## config.mk

```make
export PLATFORM = sky130hd
export DESIGN_NAME = uart_hs
export DESIGN_NICKNAME = d
export VERILOG_FILES = /design/src/rtl/uart_hs_pkg.sv /design/src/rtl/uart_hs_fifo.sv /design/src/rtl/uart_hs_tx.sv /design/src/rtl/uart_hs_rx.sv /design/src/rtl/uart_hs.sv
export SDC_FILE = /design/constraint.sdc
export NUM_CORES = 1
export LEC_CHECK = 0
export BUFFER_PORTS_ARGS = -buffer_cell sky130_fd_sc_hd__buf_2
export CAP_MARGIN = 20
export CORE_UTILIZATION = 31
export DETAILED_ROUTE_END_ITERATION = 7
export HOLD_SLACK_MARGIN = 0.15
export SLEW_MARGIN = 20
export SYNTH_ARGS = -nofsm -noshare
export SYNTH_HDL_FRONTEND = slang
export SYNTH_SLANG_ARGS = --single-unit
```

## constraint.sdc

```tcl
create_clock -name clk_i -period 4 [get_ports clk_i]
set_input_delay 0.6 -clock clk_i [delete_from_list [all_inputs] [get_ports clk_i]]
set_output_delay 0.6 -clock clk_i [all_outputs]
set_load 0.05 [all_outputs]
```

## src/rtl/uart_hs_pkg.sv

```systemverilog
package uart_hs_pkg;
  localparam int OVS      = 16;  // oversample ticks per bit
  localparam int OVS_MID  = 7;   // tick index of mid start bit
  localparam int DATA_W   = 8;
  localparam int DIV_W    = 16;

  typedef enum logic [2:0] {
    RX_IDLE, RX_START, RX_DATA, RX_STOP, RX_WAIT
  } rx_state_e;
endpackage

```

## src/rtl/uart_hs_fifo.sv

```systemverilog
module uart_hs_fifo #(
  parameter int W     = 8,
  parameter int DEPTH = 4,
  localparam int AW   = (DEPTH > 1) ? $clog2(DEPTH) : 1,
  localparam int CW   = $clog2(DEPTH + 1)
) (
  input  logic          clk_i,
  input  logic          rst_ni,
  input  logic          push_i,
  input  logic [W-1:0]  wdata_i,
  input  logic          pop_i,
  output logic [W-1:0]  rdata_o,
  output logic [CW-1:0] count_o
);
  logic [W-1:0]  mem [DEPTH];
  logic [AW-1:0] wptr, rptr;
  logic          do_push, do_pop;

  assign do_push = push_i && (count_o != CW'(DEPTH));
  assign do_pop  = pop_i && (count_o != '0);
  assign rdata_o = mem[rptr];

  always_ff @(posedge clk_i or negedge rst_ni) begin
    if (!rst_ni) begin
      wptr    <= '0;
      rptr    <= '0;
      count_o <= '0;
    end else begin
      if (do_push) wptr <= (wptr == AW'(DEPTH - 1)) ? '0 : wptr + 1'b1;
      if (do_pop)  rptr <= (rptr == AW'(DEPTH - 1)) ? '0 : rptr + 1'b1;
      if (do_push && !do_pop)      count_o <= count_o + 1'b1;
      else if (do_pop && !do_push) count_o <= count_o - 1'b1;
    end
  end

  always_ff @(posedge clk_i) begin
    if (do_push) mem[wptr] <= wdata_i;
  end
endmodule

```

## src/rtl/uart_hs_tx.sv

```systemverilog
module uart_hs_tx
  import uart_hs_pkg::*;
(
  input  logic              clk_i,
  input  logic              rst_ni,
  input  logic [DIV_W-1:0]  baud_div_i,
  input  logic [DATA_W-1:0] data_i,
  input  logic              avail_i,
  input  logic              cts_ok_i,
  output logic              pop_o,
  output logic              busy_o,
  output logic              tx_o
);
  localparam int FRAME = DATA_W + 2;

  logic [DIV_W-1:0]         div_cnt, div_last;
  logic [$clog2(OVS)-1:0]   os_cnt;
  logic [$clog2(FRAME)-1:0] bit_cnt;
  logic [FRAME-1:0]         sh;

  assign div_last = (baud_div_i == '0) ? '0 : baud_div_i - 1'b1;
  // CTS is consulted only here, at the load decision
  assign pop_o    = !busy_o && avail_i && cts_ok_i;
  assign tx_o     = busy_o ? sh[0] : 1'b1;

  always_ff @(posedge clk_i or negedge rst_ni) begin
    if (!rst_ni) begin
      busy_o  <= 1'b0;
      div_cnt <= '0;
      os_cnt  <= '0;
      bit_cnt <= '0;
      sh      <= '1;
    end else if (!busy_o) begin
      if (pop_o) begin
        busy_o  <= 1'b1;
        sh      <= {1'b1, data_i, 1'b0};
        div_cnt <= '0;
        os_cnt  <= '0;
        bit_cnt <= '0;
      end
    end else if (div_cnt != div_last) begin
      div_cnt <= div_cnt + 1'b1;
    end else begin
      div_cnt <= '0;
      if (os_cnt != $bits(os_cnt)'(OVS - 1)) begin
        os_cnt <= os_cnt + 1'b1;
      end else begin
        os_cnt <= '0;
        sh     <= {1'b1, sh[FRAME-1:1]};
        if (bit_cnt == $bits(bit_cnt)'(FRAME - 1)) busy_o <= 1'b0;
        else                                       bit_cnt <= bit_cnt + 1'b1;
      end
    end
  end
endmodule

```

## src/rtl/uart_hs_rx.sv

```systemverilog
module uart_hs_rx
  import uart_hs_pkg::*;
(
  input  logic              clk_i,
  input  logic              rst_ni,
  input  logic [DIV_W-1:0]  baud_div_i,
  input  logic              rx_i,
  output logic              push_o,
  output logic [DATA_W-1:0] data_o,
  output logic              ferr_o
);
  rx_state_e                 state;
  logic [1:0]                rx_q;
  logic                      rx_s, tick;
  logic [DIV_W-1:0]          div_cnt, div_last;
  logic [$clog2(OVS)-1:0]    os_cnt;
  logic [$clog2(DATA_W)-1:0] bit_cnt;

  assign rx_s     = rx_q[1];
  assign div_last = (baud_div_i == '0) ? '0 : baud_div_i - 1'b1;
  assign tick     = (div_cnt == div_last);

  always_ff @(posedge clk_i or negedge rst_ni) begin
    if (!rst_ni) begin
      rx_q    <= 2'b11;
      state   <= RX_IDLE;
      div_cnt <= '0;
      os_cnt  <= '0;
      bit_cnt <= '0;
      data_o  <= '0;
      ferr_o  <= 1'b0;
      push_o  <= 1'b0;
    end else begin
      rx_q   <= {rx_q[0], rx_i};
      push_o <= 1'b0;
      if (state != RX_IDLE && state != RX_WAIT)
        div_cnt <= tick ? '0 : div_cnt + 1'b1;
      unique case (state)
        RX_IDLE: if (!rx_s) begin
          state   <= RX_START;
          div_cnt <= '0;
          os_cnt  <= '0;
        end
        RX_START: if (tick) begin
          if (os_cnt == $bits(os_cnt)'(OVS_MID)) begin
            os_cnt  <= '0;
            bit_cnt <= '0;
            state   <= rx_s ? RX_IDLE : RX_DATA;  // glitch rejected
          end else os_cnt <= os_cnt + 1'b1;
        end
        RX_DATA: if (tick) begin
          if (os_cnt == $bits(os_cnt)'(OVS - 1)) begin
            os_cnt <= '0;
            data_o <= {rx_s, data_o[DATA_W-1:1]};
            if (bit_cnt == $bits(bit_cnt)'(DATA_W - 1)) state <= RX_STOP;
            else                                       bit_cnt <= bit_cnt + 1'b1;
          end else os_cnt <= os_cnt + 1'b1;
        end
        RX_STOP: if (tick) begin
          if (os_cnt == $bits(os_cnt)'(OVS - 1)) begin
            os_cnt <= '0;
            push_o <= 1'b1;
            ferr_o <= !rx_s;
            state  <= rx_s ? RX_IDLE : RX_WAIT;
          end else os_cnt <= os_cnt + 1'b1;
        end
        RX_WAIT: if (rx_s) state <= RX_IDLE;
        default: state <= RX_IDLE;
      endcase
    end
  end
endmodule

```

## src/rtl/uart_hs.sv

```systemverilog
module uart_hs
  import uart_hs_pkg::*;
#(
  parameter int TX_DEPTH = 4,
  parameter int RX_DEPTH = 16,
  parameter int HYST     = 4,
  localparam int CW      = $clog2(RX_DEPTH + 1),
  localparam int TCW     = $clog2(TX_DEPTH + 1)
) (
  input  logic              clk_i,
  input  logic              rst_ni,
  input  logic [DIV_W-1:0]  baud_div_i,
  input  logic [CW-1:0]     rts_thresh_i,
  input  logic [DATA_W-1:0] tx_data_i,
  input  logic              tx_valid_i,
  output logic              tx_ready_o,
  output logic [DATA_W-1:0] rx_data_o,
  output logic              rx_ferr_o,
  output logic              rx_valid_o,
  input  logic              rx_ready_i,
  output logic              rx_overrun_o,
  output logic              tx_o,
  input  logic              rx_i,
  output logic              rts_no,
  input  logic              cts_ni
);
  logic [1:0]        cts_q;
  logic              cts_ok;
  logic [TCW-1:0]    tx_cnt;
  logic [DATA_W-1:0] tx_head;
  logic              tx_pop, tx_busy;
  logic              rx_push, rx_ferr_new, rx_rdy;
  logic [DATA_W-1:0] rx_byte;
  logic [CW-1:0]     rx_count;
  logic              rx_full;

  assign tx_ready_o = (tx_cnt != TCW'(TX_DEPTH));
  assign rx_valid_o = (rx_count != '0);
  assign rx_full    = (rx_count == CW'(RX_DEPTH));
  assign cts_ok     = cts_q[1];
  assign rts_no     = ~rx_rdy;

  always_ff @(posedge clk_i or negedge rst_ni) begin
    if (!rst_ni) begin
      cts_q        <= 2'b00;
      rx_rdy       <= 1'b1;
      rx_overrun_o <= 1'b0;
    end else begin
      cts_q <= {cts_q[0], ~cts_ni};
      if (rx_count >= rts_thresh_i) rx_rdy <= 1'b0;
      else if ((CW+1)'(rx_count) + (CW+1)'(HYST) < (CW+1)'(rts_thresh_i)) rx_rdy <= 1'b1;
      if (rx_push && rx_full) rx_overrun_o <= 1'b1;
    end
  end

  uart_hs_fifo #(.W(DATA_W), .DEPTH(TX_DEPTH)) tx_fifo_i (
    .clk_i, .rst_ni,
    .push_i (tx_valid_i),
    .wdata_i(tx_data_i),
    .pop_i  (tx_pop),
    .rdata_o(tx_head),
    .count_o(tx_cnt)
  );

  uart_hs_tx tx_i (
    .clk_i, .rst_ni, .baud_div_i,
    .data_i  (tx_head),
    .avail_i (tx_cnt != '0),
    .cts_ok_i(cts_ok),
    .pop_o   (tx_pop),
    .busy_o  (tx_busy),
    .tx_o
  );

  uart_hs_rx rx_i_u (
    .clk_i, .rst_ni, .baud_div_i,
    .rx_i,
    .push_o(rx_push),
    .data_o(rx_byte),
    .ferr_o(rx_ferr_new)
  );

  uart_hs_fifo #(.W(DATA_W + 1), .DEPTH(RX_DEPTH)) rx_fifo_i (
    .clk_i, .rst_ni,
    .push_i (rx_push),
    .wdata_i({rx_ferr_new, rx_byte}),
    .pop_i  (rx_ready_i),
    .rdata_o({rx_ferr_o, rx_data_o}),
    .count_o(rx_count)
  );
endmodule

```

## Word-level counts from Yosys, hierarchy flattened

Memory sizes are Yosys's and may differ from the RTL's.
Index checks and enable logic that the tools add are counted.

| word-level totals | value |
|---|---|
| bits in writable memories | 176 |
| memories | 2 |
| register bits | 97 |
| word-level logic and storage cells | 182 |

Memories:

| memory | words | width | rd ports | clocked after Yosys merged registers in | wr ports | line | source |
|---|---|---|---|---|---|---|---|
| rx_fifo_i.mem | 16 | 9 | 1 | 0 | 1 | uart_hs_fifo.sv:15 | `logic [W-1:0] mem [DEPTH];` |
| tx_fifo_i.mem | 4 | 8 | 1 | 0 | 1 | uart_hs_fifo.sv:15 |  |

| cells by class | value |
|---|---|
| $add $sub $neg | 16 |
| bitwise logic cells | 2 |
| multiplexer cells | 67 |
| eq/ne operators | 33 |
| reductions and logical operators | 38 |
| $lt $le $gt $ge | 2 |

Operators by type and width:

| cell | count |
|---|---|
| 16-bit 2-to-1 mux | 8 |
| 4-bit 2-to-1 mux | 15 |
| 3-bit 2-to-1 mux | 17 |
| 10-bit 2-to-1 mux | 4 |
| 16-bit by 1-bit adder with 16-bit output (second input constant) | 2 |
| 4-bit by 1-bit adder with 4-bit output (second input constant) | 5 |
| 2-bit by 1-bit != test with 1-bit output (second input constant) | 9 |
| 16-bit == test | 1 |
| 4-bit == test (second input constant) | 4 |
| 16-bit zero test | 1 |
| 16-bit != test | 1 |
| 16-bit by 1-bit subtractor with 16-bit output (second input constant) | 1 |
| 1-bit 2-to-1 mux | 15 |
| 3-bit one-hot mux with 5 select lines | 1 |
| 1-bit logical AND | 12 |
| 4-bit one-hot mux with 3 select lines | 1 |
| 5-bit 2-to-1 mux | 2 |
| 2-bit != test (second input constant) | 5 |
| 2-bit nonzero test | 5 |
| 3-bit AND reduction | 3 |
| 9-bit AND reduction | 1 |
| 3-bit nonzero test | 3 |
| 4-bit AND reduction | 2 |
| 3-bit by 1-bit adder with 3-bit output (second input constant) | 2 |
| 25 further kinds | 38 |

## Depth between registers and ports, before layout

Gate-level depths: netlist of run 1.

| logic depth | value |
|---|---|
| depth in word-level cells | 7 |
| mapped depth | 16 |
| gate-level depth less buffers | 12 |

## Hierarchy

From an unflattened synthesis of run 1, not the netlist that was laid out.

| second synthesis, totals | value |
|---|---|
| cells, all modules | 1067 |
| area, all modules | 13741.9 µm² |

By module, submodules not included:

| module | times used | area each (µm²) | cells an instance | seq. area each (µm²) |
|---|---|---|---|---|
| uart_hs_fifo (rx_fifo_i) | 1 | 6383.6 | 337 | 4649.5 |
| uart_hs_tx | 1 | 2703.8 | 310 | 862.1 |
| uart_hs_rx | 1 | 2668.8 | 301 | 953.4 |
| uart_hs_fifo (tx_fifo_i) | 1 | 1607.8 | 78 | 1136.1 |
| uart_hs | 1 | 377.9 | 41 | 101.3 |

## Least setup slack after synthesis of run 1

Ideal clock, no wire load.

| timing path | value |
|---|---|
| path type | input to register |
| start | in baud_div_i[0] |
| end | reg tx_i.div_cnt[3] |
| buffers on the path | 4 |
| data required time | 3.868 ns |
| library setup time | 0.132 ns |
| path slack | 0.267 ns |
| cell stages on the path | 15 |
| arrival time | 3.601 ns |
| cells stage by stage | buf_6 inv_1 ha_1 buf_2 or3b_2 or3_1 and2_1 or4b_1 a32oi_1 nand4_1 buf_2 clkbuf_1 and3_1 o21ai_0 o31ai_1 |

| between the ends | value |
|---|---|
| longest elaborated chain between the ends | 5 |
| elaborated cells on any way between the ends | 6 |
| classes of those cells | add/sub (1); eq/ne (1); mux (3); reduce/logical (1) |

Ends and longest elaborated chain:

| item | line | source |
|---|---|---|
| start, declared | uart_hs.sv:12 | `input logic [DIV_W-1:0] baud_div_i,` |
| 16-bit by 1-bit subtractor with 16-bit output or 16-bit zero test (tied branches) | uart_hs_tx.sv:21 | `assign div_last = (baud_div_i == '0) ? '0 : baud_div_i - 1'b1;` |
| 16-bit 2-to-1 mux (*) | uart_hs_tx.sv:21 |  |
| 16-bit != test (*) | uart_hs_tx.sv:41 | `end else if (div_cnt != div_last) begin` |
| 16-bit 2-to-1 mux (*) | uart_hs_tx.sv:41 |  |
| 16-bit 2-to-1 mux (*) | uart_hs_tx.sv:33 | `end else if (!busy_o) begin` |
| end signal, assigned | uart_hs_tx.sv:42 | `div_cnt <= div_cnt + 1'b1;` |
| end, declared | uart_hs_tx.sv:16 | `logic [DIV_W-1:0] div_cnt, div_last;` |

Every way passes the cells marked *; elsewhere a longest branch is shown, timed or not.
A chain may end at the register's enable or synchronous reset.

## Worst setup path after layout of run 1

| timing path | value |
|---|---|
| start | reg rx_fifo_i.rptr[0] |
| end | out rx_data_o[6] |

| between the ends | value |
|---|---|
| longest elaborated chain between the ends | 1 |

Ends and longest elaborated chain:

| item | line | source |
|---|---|---|
| start, declared | uart_hs_fifo.sv:16 | `logic [AW-1:0] wptr, rptr;` |
| start signal, assigned | uart_hs_fifo.sv:30 | `if (do_pop) rptr <= (rptr == AW'(DEPTH - 1)) ? '0 : rptr + 1'b1;` |
| memory 16 x 9 bit | -- |  |
| end, declared | uart_hs.sv:17 | `output logic [DATA_W-1:0] rx_data_o,` |

Every way passes these cells.

==> flow_summary.json, run 1 <==
{
  "floorplan.initialDensity_pct": 31.7,
  "grt_pass1_vias": 8800,
  "fin_skew_ns": 0.0159,
  "ys_types": 81,
  "yosysSeqAreaShare_pct": 57.2,
  "p_per_area_nw_per_um2": 430,
  "first_pass_iters": 5,
  "drtAntennaViolNets": 0,
  "post-cts-setup-buffers": 0,
  "p_leak_nw": 5.56,
  "rows": 75,
  "cts_num_sinks": 272,
  "htreeDepth": 1,
  "path_max_fanout": 46,
  "die_y_um": 210,
  "synth_flop_cell": "edfxtp_1",
  "synth_top_area_share_pct": 39.2,
  "cts_tree": "yes",
  "critPathLaunchType": "register",
  "drive_gt1_share_pct": 18.4,
  "routed.top_layer": "met4",
  "syn-cell-area_um2": 13500,
  "core_area_um2": 42400,
  "synth_area_leader_cell": "edfxtp_1",
  "routedWlPerCell_um": 17.5,
  "crit_type": "reg -> out",
  "fp.dieW_um": 210,
  "preCtsSetupSlack_ns": 0.161,
  "num_vias": 8869,
  "grt_start_max_net_pins": 48,
  "clock_latency_ns": 0.57,
  "cts-root-buf": "clkbuf_16",
  "postSynthCellCount": 1095,
  "place.gp.congestion": 0.853,
  "status": "complete, no violations",
  "clockBufferDepth": 3,
  "yosysWarningCount": 0,
  "period_needed_ns": 3.54,
  "antenna_found_initial": 0,
  "dp_hpwl_um": 21000,
  "drv_slew": 0,
  "grt_overflow": 0,
  "relSlewSlack_pct": 45.5,
  "worstMarginPinSlew_ns": 0.817,
  "area_delta_synth_final_pct": 15.2,
  "drt_iter0_markers": 659,
  "required_ns": 3.40,
  "dr_wl_met3_um": 1230,
  "numCtsBuffers": 29,
  "clk_pin_slew_ns": 0.06,
  "min_path_type": "in -> reg",
  "finalSetupViolCount": 0,
  "viasPerCell": 5.06,
  "dieArea_um2": 44300,
  "drcViolationCount": 0,
  "clock.fmax_mhz": 283,
  "synthTopCellsByArea": "edfxtp_1, dfrtp_1, mux4_2",
  "critical-path-max-stage-delay_ns": 0.95,
  "wl_met2_um": 14300,
  "nets": 1224,
  "rsz0062_at_grt": "no",
  "grt_usage_pct": 14.0,
  "timing_hold_violations_final": 0,
  "max_cap_violations": 0,
  "finalCritPeriodShare_pct": 88.5,
  "endpoint_kind": "output pin",
  "synth_edf_count": 176,
  "wl_met1_um": 14500,
  "tns_ns": 0,
  "seq_area_um2": 7710,
  "ys_ff_latch": 272,
  "worst-endpoint-arrival_ns": 2.94,
  "crit_chain": "buf_4 -> mux2i_1 -> a221oi_1 -> o21ai_0 -> nand2_1 -> buf_2",
  "avgSynthCellArea_um2": 12.3,
  "grt_first_pass_wirelength_um": 49200,
  "place.port_buffers": 48,
  "wl_um": 30600,
  "layout_setup_ws_ns": 0.462,
  "ios": 49,
  "peakVddDrop_uv": 333,
  "crit_path_top_delay_cell": "dfrtp_4",
  "async_flop_share_pct": 35.3,
  "diodes": 0,
  "fin_hold_ws_ns": 0.179,
  "fill_cells": 4188,
  "synthesis.nets": 1166,
  "multi_input_area_um2": 5370
}
## cells in the mapped netlist (21+ instances only)
master / number
a21oi_1: 35
and3_1: 24
clkbuf_1: 45
dfrtp_1: 84
edfxtp_1: 176
ha_1: 34
inv_1: 33
mux2i_1: 39
mux4_2: 26
nand2_1: 75
nand3_1: 33
nor2_1: 73
o21ai_0: 59
xnor2_1: 35
xor2_1: 21
## layout make-up
class | count | area share, %
Sequential cell | 272 | 49.7
Multi-Input combinational cell | 724 | 34.6
Clock buffer | 31 | 4.73
Tap cell | 577 | 4.65
Timing Repair Buffer | 93 | 3.85
Clock inverter | 22 | 1.69
Inverter | 33 | 0.798
## routing by layer
metal  global-route usage (%)  vias to the layer above
met1                     19.5                     4399
li1                         -                     4231
met5                        0                        -
met2                     23.1                      199
met3                     2.09                       40
met4                     2.72                        0
## repair_timing
item | in CTS | in global routing
endpoints found under the hold margin | 39 | 0
setup endpoints to repair | 0 | 0
gates resized for setup | 0 | 0
hold buffers | 2 | 0
## placed cells by master (no fill, tap or decap), types with 17 or more instances in the layout
master	netlist	final
edfxtp_1	176	176
dfrtp_1	84	83
nand2_1	75	75
nor2_1	73	73
o21ai_0	59	59
buf_2	9	47
buf_4	0	43
mux2i_1	39	39
xnor2_1	35	35
a21oi_1	35	35
ha_1	34	34
inv_1	33	33
nand3_1	33	33
clkbuf_16	0	29
mux4_2	26	26
and3_1	24	24
xor2_1	21	21
nor3_1	19	19
mux2_2	19	19
nand2b_1	19	19
nand4_1	17	17
## power by group
part	internal, W	switching [W]	total, W
logic	0.000263	0.000314	0.000577
clock network	0.00166	0.00112	0.00278
registers	0.00313	0.000176	0.00331
total	0.00505	0.00161	0.00667
## final timing paths
kind                                                   from                          endpoint  slack [ns]  cells after the start
max                           rx_fifo_i.rptr[0]$_DFFE_PN0P_                      rx_data_o[6]        0.46                      6
min                                                  cts_ni                cts_q[0]$_DFF_PN0_        0.18                      2
max reg2reg                rx_fifo_i.count_o[2]$_DFFE_PN0P_  rx_fifo_i.count_o[4]$_DFFE_PN0P_        0.67                     12
min reg2reg                              cts_q[0]$_DFF_PN0_                cts_q[1]$_DFF_PN0_        0.35                      0
max in group asynchronous                            rst_ni          rx_i_u.rx_q[1]$_DFF_PN1_        2.49                      3
min in group asynchronous                            rst_ni       tx_i.bit_cnt[3]$_DFFE_PN0P_        0.62                      2
## worst max-delay path: cells and delay by family (launching register included)
family | cells | cell delay [ns]
AO/OA/AOI/OAI | 2 | 0.50
multiplexers | 1 | 0.11
buffers and inverters | 2 | 0.67
flip-flops | 1 | 0.95
AND/OR/NAND/NOR | 1 | 0.14
## cell families after synthesis
logic type,after synthesis,share of synthesized area (%)
flops,272,57.2
fa+ha+maj,36,3.46
compound gates,203,9.91
xor+xnor,58,3.99
mux,84,8.84
simple gates,343,13.6
buf+inv,99,2.96
## registers in the layout, summed over array words and instances, names as in the netlist, 3 cells and up
signal and cells:
tx_fifo_i.count_o 3, tx_i.div_cnt 16, tx_i.os_cnt 4, tx_i.sh 9, tx_i.bit_cnt 4, rx_fifo_i.wptr 4
rx_i_u.os_cnt 4, rx_fifo_i.count_o 5, rx_fifo_i.rptr 4, rx_i_u.state 3, rx_fifo_i.mem 144, rx_i_u.bit_cnt 3
rx_i_u.data_o 8, rx_i_u.div_cnt 16, tx_fifo_i.mem 32
## metrics by stage
stage / std cells / utilization, % / power, W / instance area (um^2)
6_report: 1752 / 36.6 / 0.00667 / 15500
5_1_grt: 1752 / 36.6 / 0.00692 / 15500
4_1_cts: 1752 / 36.6 / 0.00674 / 15500
3_5_place_dp: 1697 / 34.2 / 0.00394 / 14500
3_3_place_gp: 1697 / 34.2 / 0.00393 / 14500
2_1_floorplan: 1095 / - / 0.00373 / 13500
No activity file was read; power rests on OpenSTA's default activity.
==> run 2: changes to the inputs <==
--- a/config.mk
+++ b/config.mk
@@ -7,9 +7,11 @@
 export LEC_CHECK = 0
 export BUFFER_PORTS_ARGS = -buffer_cell sky130_fd_sc_hd__buf_2
 export CAP_MARGIN = 20
-export CORE_UTILIZATION = 31
+export CORE_MARGIN = 5
+export CORE_UTILIZATION = 50
 export DETAILED_ROUTE_END_ITERATION = 7
 export HOLD_SLACK_MARGIN = 0.15
+export PLACE_DENSITY = 0.67
 export SLEW_MARGIN = 20
 export SYNTH_ARGS = -nofsm -noshare
 export SYNTH_HDL_FRONTEND = slang
==> run 2 against run 1 <==
  * Setup slack improved by 0.086 ns
  * Combinational power decreased by 2%
  * Total power decreased by 3.1%
  * First-iteration DRC count increased by 7.9%
  * Critical path type unchanged
  * Highest routed layer unchanged
==> flow_summary.json, run 2 (synthesis gave the netlist of run 1 again) <==
{
  "status": "complete, no violations",
  "fin_area_um2": 15100,
  "tns_ns": 0,
  "grt_overflow": 0,
  "num_vias": 8772,
  "cts-root-buf": "clkbuf_16",
  "max_cap_violations": 0,
  "period_needed_ns": 3.45,
  "p_per_area_nw_per_um2": 429,
  "endpoint_kind": "output pin",
  "post-cts-setup-buffers": 0,
  "cts_num_sinks": 272,
  "area_delta_synth_final_pct": 12.0,
  "grt_start_max_net_pins": 55,
  "place_area_um2": 14100,
  "fin_skew_ns": 0.00869,
  "relSlewSlack_pct": 33.9,
  "nets": 1211,
  "fill_cells": 2252,
  "largest_reg_flops": 144,
  "drtAntennaViolNets": 0,
  "critPathLaunchType": "register",
  "power_w": 0.00646,
  "drt_iter0_markers": 711,
  "antenna_found_initial": 0,
  "rows": 60,
  "whs_path_depth": 2,
  "worstMarginPinSlew_ns": 0.992,
  "clockBufferDepth": 3,
  "place.port_buffers": 48,
  "finalSetupViolCount": 0,
  "htreeDepth": 1,
  "place.gp.congestion": 0.909,
  "worst-endpoint-arrival_ns": 2.85,
  "top_register": "rx_fifo_i.mem",
  "most-common-layout-cells": "edfxtp_1, dfrtp_1, nand2_1, nor2_1, o21ai_0",
  "dieArea_um2": 30300,
  "clk_pin_slew_ns": 0.06,
  "grt_pass1_vias": 8724,
  "routedWlPerCell_um": 19.2,
  "p_leak_nw": 5.48,
  "wl_um": 28900,
  "r2r_cells": 12,
  "finalCritPeriodShare_pct": 86.3,
  "path_max_fanout": 35,
  "rrSetupSlack_ns": 0.81,
  "die_y_um": 174,
  "viasPerCell": 5.84,
  "rsz0062_at_grt": "no",
  "drive_gt1_share_pct": 17.4,
  "largestRegisters": "rx_fifo_i.mem (144), tx_fifo_i.mem (32)",
  "first_pass_iters": 7,
  "drv_slew": 0,
  "timing_hold_violations_final": 0,
  "cts_tree": "yes",
  "dp_hpwl_um": 19700,
  "floorplan.initialDensity_pct": 50.4,
  "ios": 49,
  "min_path_type": "in -> reg",
  "grt_first_pass_wirelength_um": 47200,
  "fp.dieW_um": 174,
  "clock_latency_ns": 0.55,
  "drcViolationCount": 0,
  "core_area_um2": 26700,
  "grt_usage_pct": 19.1,
  "crit_type": "reg -> out",
  "layout_commonest_cell": "edfxtp_1",
  "clock.fmax_mhz": 290,
  "numCtsBuffers": 28,
  "peakVddDrop_uv": 466,
  "diodes": 0,
  "required_ns": 3.40
}
-- run 2: worst paths after layout --
path                                                  startpoint                               end
worst max-delay path               rx_fifo_i.rptr[0]$_DFFE_PN0P_                      rx_data_o[5]
worst min-delay path                                      cts_ni                cts_q[0]$_DFF_PN0_
worst max register to register  rx_fifo_i.count_o[2]$_DFFE_PN0P_  rx_fifo_i.count_o[4]$_DFFE_PN0P_
worst min register to register                cts_q[0]$_DFF_PN0_                cts_q[1]$_DFF_PN0_
max in group asynchronous                                 rst_ni            tx_i.sh[6]$_DFFE_PN1P_
min in group asynchronous                                 rst_ni      tx_i.div_cnt[11]$_DFFE_PN0P_
-- run 2: stage by stage --
stage | hold WS [ns] | cells | setup WS [ns] | util, %
2_1_floorplan | 0.304 | 1095 | 0.267 | -
3_3_place_gp | 0.334 | 1449 | 0.202 | 52.8
3_5_place_dp | 0.340 | 1449 | 0.0909 | 52.8
4_1_cts | 0.157 | 1503 | 0.477 | 56.4
5_1_grt | 0.182 | 1503 | 0.303 | 56.4
6_report | 0.185 | 1503 | 0.548 | 56.4
-- run 2: cell type report --
| class | count | area [um^2] | share of cell area, % |
|---|---|---|---|
| Clock buffer | 36 | 761 | 5.05 |
| Clock inverter | 16 | 180 | 1.20 |
| Timing Repair Buffer | 81 | 508 | 3.37 |
| Tap cell | 341 | 427 | 2.83 |
| Sequential cell | 272 | 7710 | 51.1 |
| Inverter | 33 | 124 | 0.822 |
| Multi-Input combinational cell | 724 | 5370 | 35.6 |
-- run 2: timing repair --
item,4_1_cts,5_1_grt
hold buffers,2,0
gates resized for setup,0,0
endpoints found under the hold margin,50,0
-- run 2: layer usage --
layer | GRT usage, % | share of wire [%] | vias to the layer above
met5 | 0 | 0 | -
met4 | 4.42 | 1.9 | 0
met3 | 2.28 | 4.7 | 43
met2 | 32.4 | 48 | 226
met1 | 26.6 | 45 | 4298
li1 | - | - | 4205
-- run 2: power breakdown --
group	switching (W)	internal (W)	total (W)
clock	0.00106	0.00154	0.00260
sequential	0.000163	0.00313	0.00330
combinational	0.000305	0.000260	0.000564
-- run 2: critical path: stages (launching register included) --
cell and delay [ns]:
dfrtp_4 0.81, buf_4 0.40, mux2i_1 0.12, a221oi_1 0.45
o21ai_0 0.14, nand2_1 0.10, buf_2 0.26
==> run 3: changes to the inputs <==
==> constraint.sdc (replaced) <==
create_clock -name clk_i -period 4 [get_ports clk_i]
set_input_delay 0.2 -clock clk_i [delete_from_list [all_inputs] [get_ports clk_i]]
set_output_delay 0.2 -clock clk_i [all_outputs]
set_load 0.05 [all_outputs]
==> run 3 against run 2 <==
  * Global-route usage about the same
  * Sequential share of layout area fell by 0.063 points
  * Largest power group unchanged
  * Total power up 0.17%
  * Highest routed layer unchanged
==> flow_summary.json, run 3 (synthesis gave the netlist of run 1 again) <==
{
  "status": "complete, no violations",
  "core_area_um2": 26700,
  "largestRegisters": "rx_fifo_i.mem (144), tx_fifo_i.mem (32)",
  "min_path_type": "in -> async",
  "p_leak_nw": 5.46,
  "largest_reg_flops": 144,
  "fill_cells": 2240,
  "cts_num_sinks": 272,
  "die_y_um": 174,
  "rows": 60,
  "cts_tree": "yes",
  "fp.dieW_um": 174,
  "max_cap_violations": 0,
  "timing_hold_violations_final": 0,
  "fin_skew_ns": 0.0134,
  "critPathLaunchType": "primary input",
  "nets": 1212,
  "place.gp.congestion": 0.882,
  "clock.fmax_mhz": 310,
  "grt_start_max_net_pins": 68,
  "dp_hpwl_um": 19100,
  "routedWlPerCell_um": 19.2,
  "seq_area_um2": 7710,
  "worst-endpoint-arrival_ns": 3.66,
  "use_met1_pct": 26.9,
  "fin_hold_ws_ns": 0.300,
  "first_pass_iters": 5,
  "viasPerCell": 5.87,
  "clock_latency_ns": 0.55,
  "finalCritPeriodShare_pct": 80.7,
  "place.port_buffers": 48,
  "ios": 49,
  "post-cts-setup-buffers": 0,
  "htreeDepth": 1,
  "grt_pass1_vias": 8716,
  "holdBufCountCts": 15,
  "path_max_fanout": 10,
  "drcViolationCount": 0,
  "grt_usage_pct": 19.1,
  "antenna_found_initial": 0,
  "layout_commonest_cell": "edfxtp_1",
  "finalSetupViolCount": 0,
  "grt_overflow": 0,
  "drive_gt1_share_pct": 16.2,
  "multi_input_area_um2": 5370,
  "clockBufferDepth": 3,
  "peakVddDrop_uv": 448,
  "most-common-layout-cells": "edfxtp_1, dfrtp_1, nand2_1, nor2_1, o21ai_0",
  "endpoint_kind": "register",
  "crit_path_start": "baud_div_i[0]",
  "p_per_area_nw_per_um2": 429,
  "use_met2_pct": 31.6,
  "cts.repair.resized": 0,
  "required_ns": 4.43,
  "dieArea_um2": 30300,
  "clk_pin_slew_ns": 0.06,
  "drt_iter0_markers": 712,
  "numCtsBuffers": 29,
  "crit_type": "in -> reg",
  "floorplan.initialDensity_pct": 50.4,
  "top_register": "rx_fifo_i.mem",
  "relSlewSlack_pct": 35.1,
  "grt_busiest_layer": "met2",
  "wl_um": 28900,
  "r2r_cells": 12,
  "dp.cells": 1436,
  "layout.cells.non_filler": 1505,
  "tns_ns": 0,
  "rsz0062_at_grt": "no",
  "worstMarginPinSlew_ns": 0.973,
  "cts-root-buf": "clkbuf_16",
  "area_delta_synth_final_pct": 12.1,
  "met3_usage_pct": 2.41,
  "num_vias": 8829,
  "period_needed_ns": 3.23,
  "r2r-start": "rx_fifo_i.count_o[2]$_DFFE_PN0P_",
  "grt_first_pass_wirelength_um": 47200,
  "diodes": 0,
  "drtAntennaViolNets": 0,
  "drv_slew": 0
}
-- run 3: cell count changes in the layout (fill, tap and decap cells not counted), moves of 2 or more --
| cell | previous run | this run |
|---|---|---|
| clkinv_2 | 9 | 4 |
| dlygate4sd3_1 | 2 | 15 |
| clkinv_4 | 0 | 2 |
| clkbuf_1 | 5 | 7 |
| bufinv_16 | 3 | 1 |
| clkbuf_8 | 3 | 5 |
| buf_4 | 31 | 19 |
-- run 3: final cells by class --
type	instances	area share [%]
Multi-Input combinational cell	724	35.6
Clock inverter	13	0.787
Tap cell	341	2.83
Sequential cell	272	51.0
Inverter	33	0.821
Clock buffer	41	5.44
Timing Repair Buffer	81	3.50
-- run 3: path summary, 6_finish.rpt --
path                                                          to  slack (ns)
worst max-delay path                rx_i_u.data_o[6]$_DFFE_PN0P_        0.77
worst min-delay path                rx_i_u.div_cnt[15]$_DFF_PN0_        0.30
worst max register to register  rx_fifo_i.count_o[4]$_DFFE_PN0P_        0.89
worst min register to register                cts_q[1]$_DFF_PN0_        0.35
max in group asynchronous                 tx_i.sh[0]$_DFFE_PN1P_        2.69
min in group clk_i                      rx_i_u.rx_q[0]$_DFF_PN1_        0.31
-- run 3: through the flow --
step                      setup slack, ns  instance area [um^2]  power, W  utilization (%)
after floorplan                     0.667                 13500   0.00373                -
after global placement              0.385                 14000   0.00390             52.4
after detailed placement            0.334                 14000   0.00392             52.4
after CTS                           0.828                 15100   0.00655             56.5
after global routing                0.539                 15100   0.00676             56.5
final                               0.771                 15100   0.00647             56.5
-- run 3: per-layer routing --
layer,vias to the layer above,routed length [um]
li1,4220,-
met5,-,0
met4,0,660
met1,4376,13200
met3,41,1310
met2,192,13700
-- run 3: power by group --
part / internal [W] / switching [W] / leakage [nW]
registers: 0.00313 / 0.000172 / 2.52
logic: 0.000264 / 0.000309 / 2.48
clock network: 0.00150 / 0.00109 / 0.457
total: 0.00490 / 0.00157 / 5.46
-- run 3: worst max-delay path, cell delays in order --
cell and delay (ns):
buf_2 0.16, inv_1 0.11, ha_1 0.31, nor3b_2 0.43, and4_1 0.55, a21oi_1 0.15
xnor2_1 0.15, o22ai_1 0.10, nor3_1 0.44, nand4bb_1 0.26, nor2_2 0.41, mux2_2 0.39
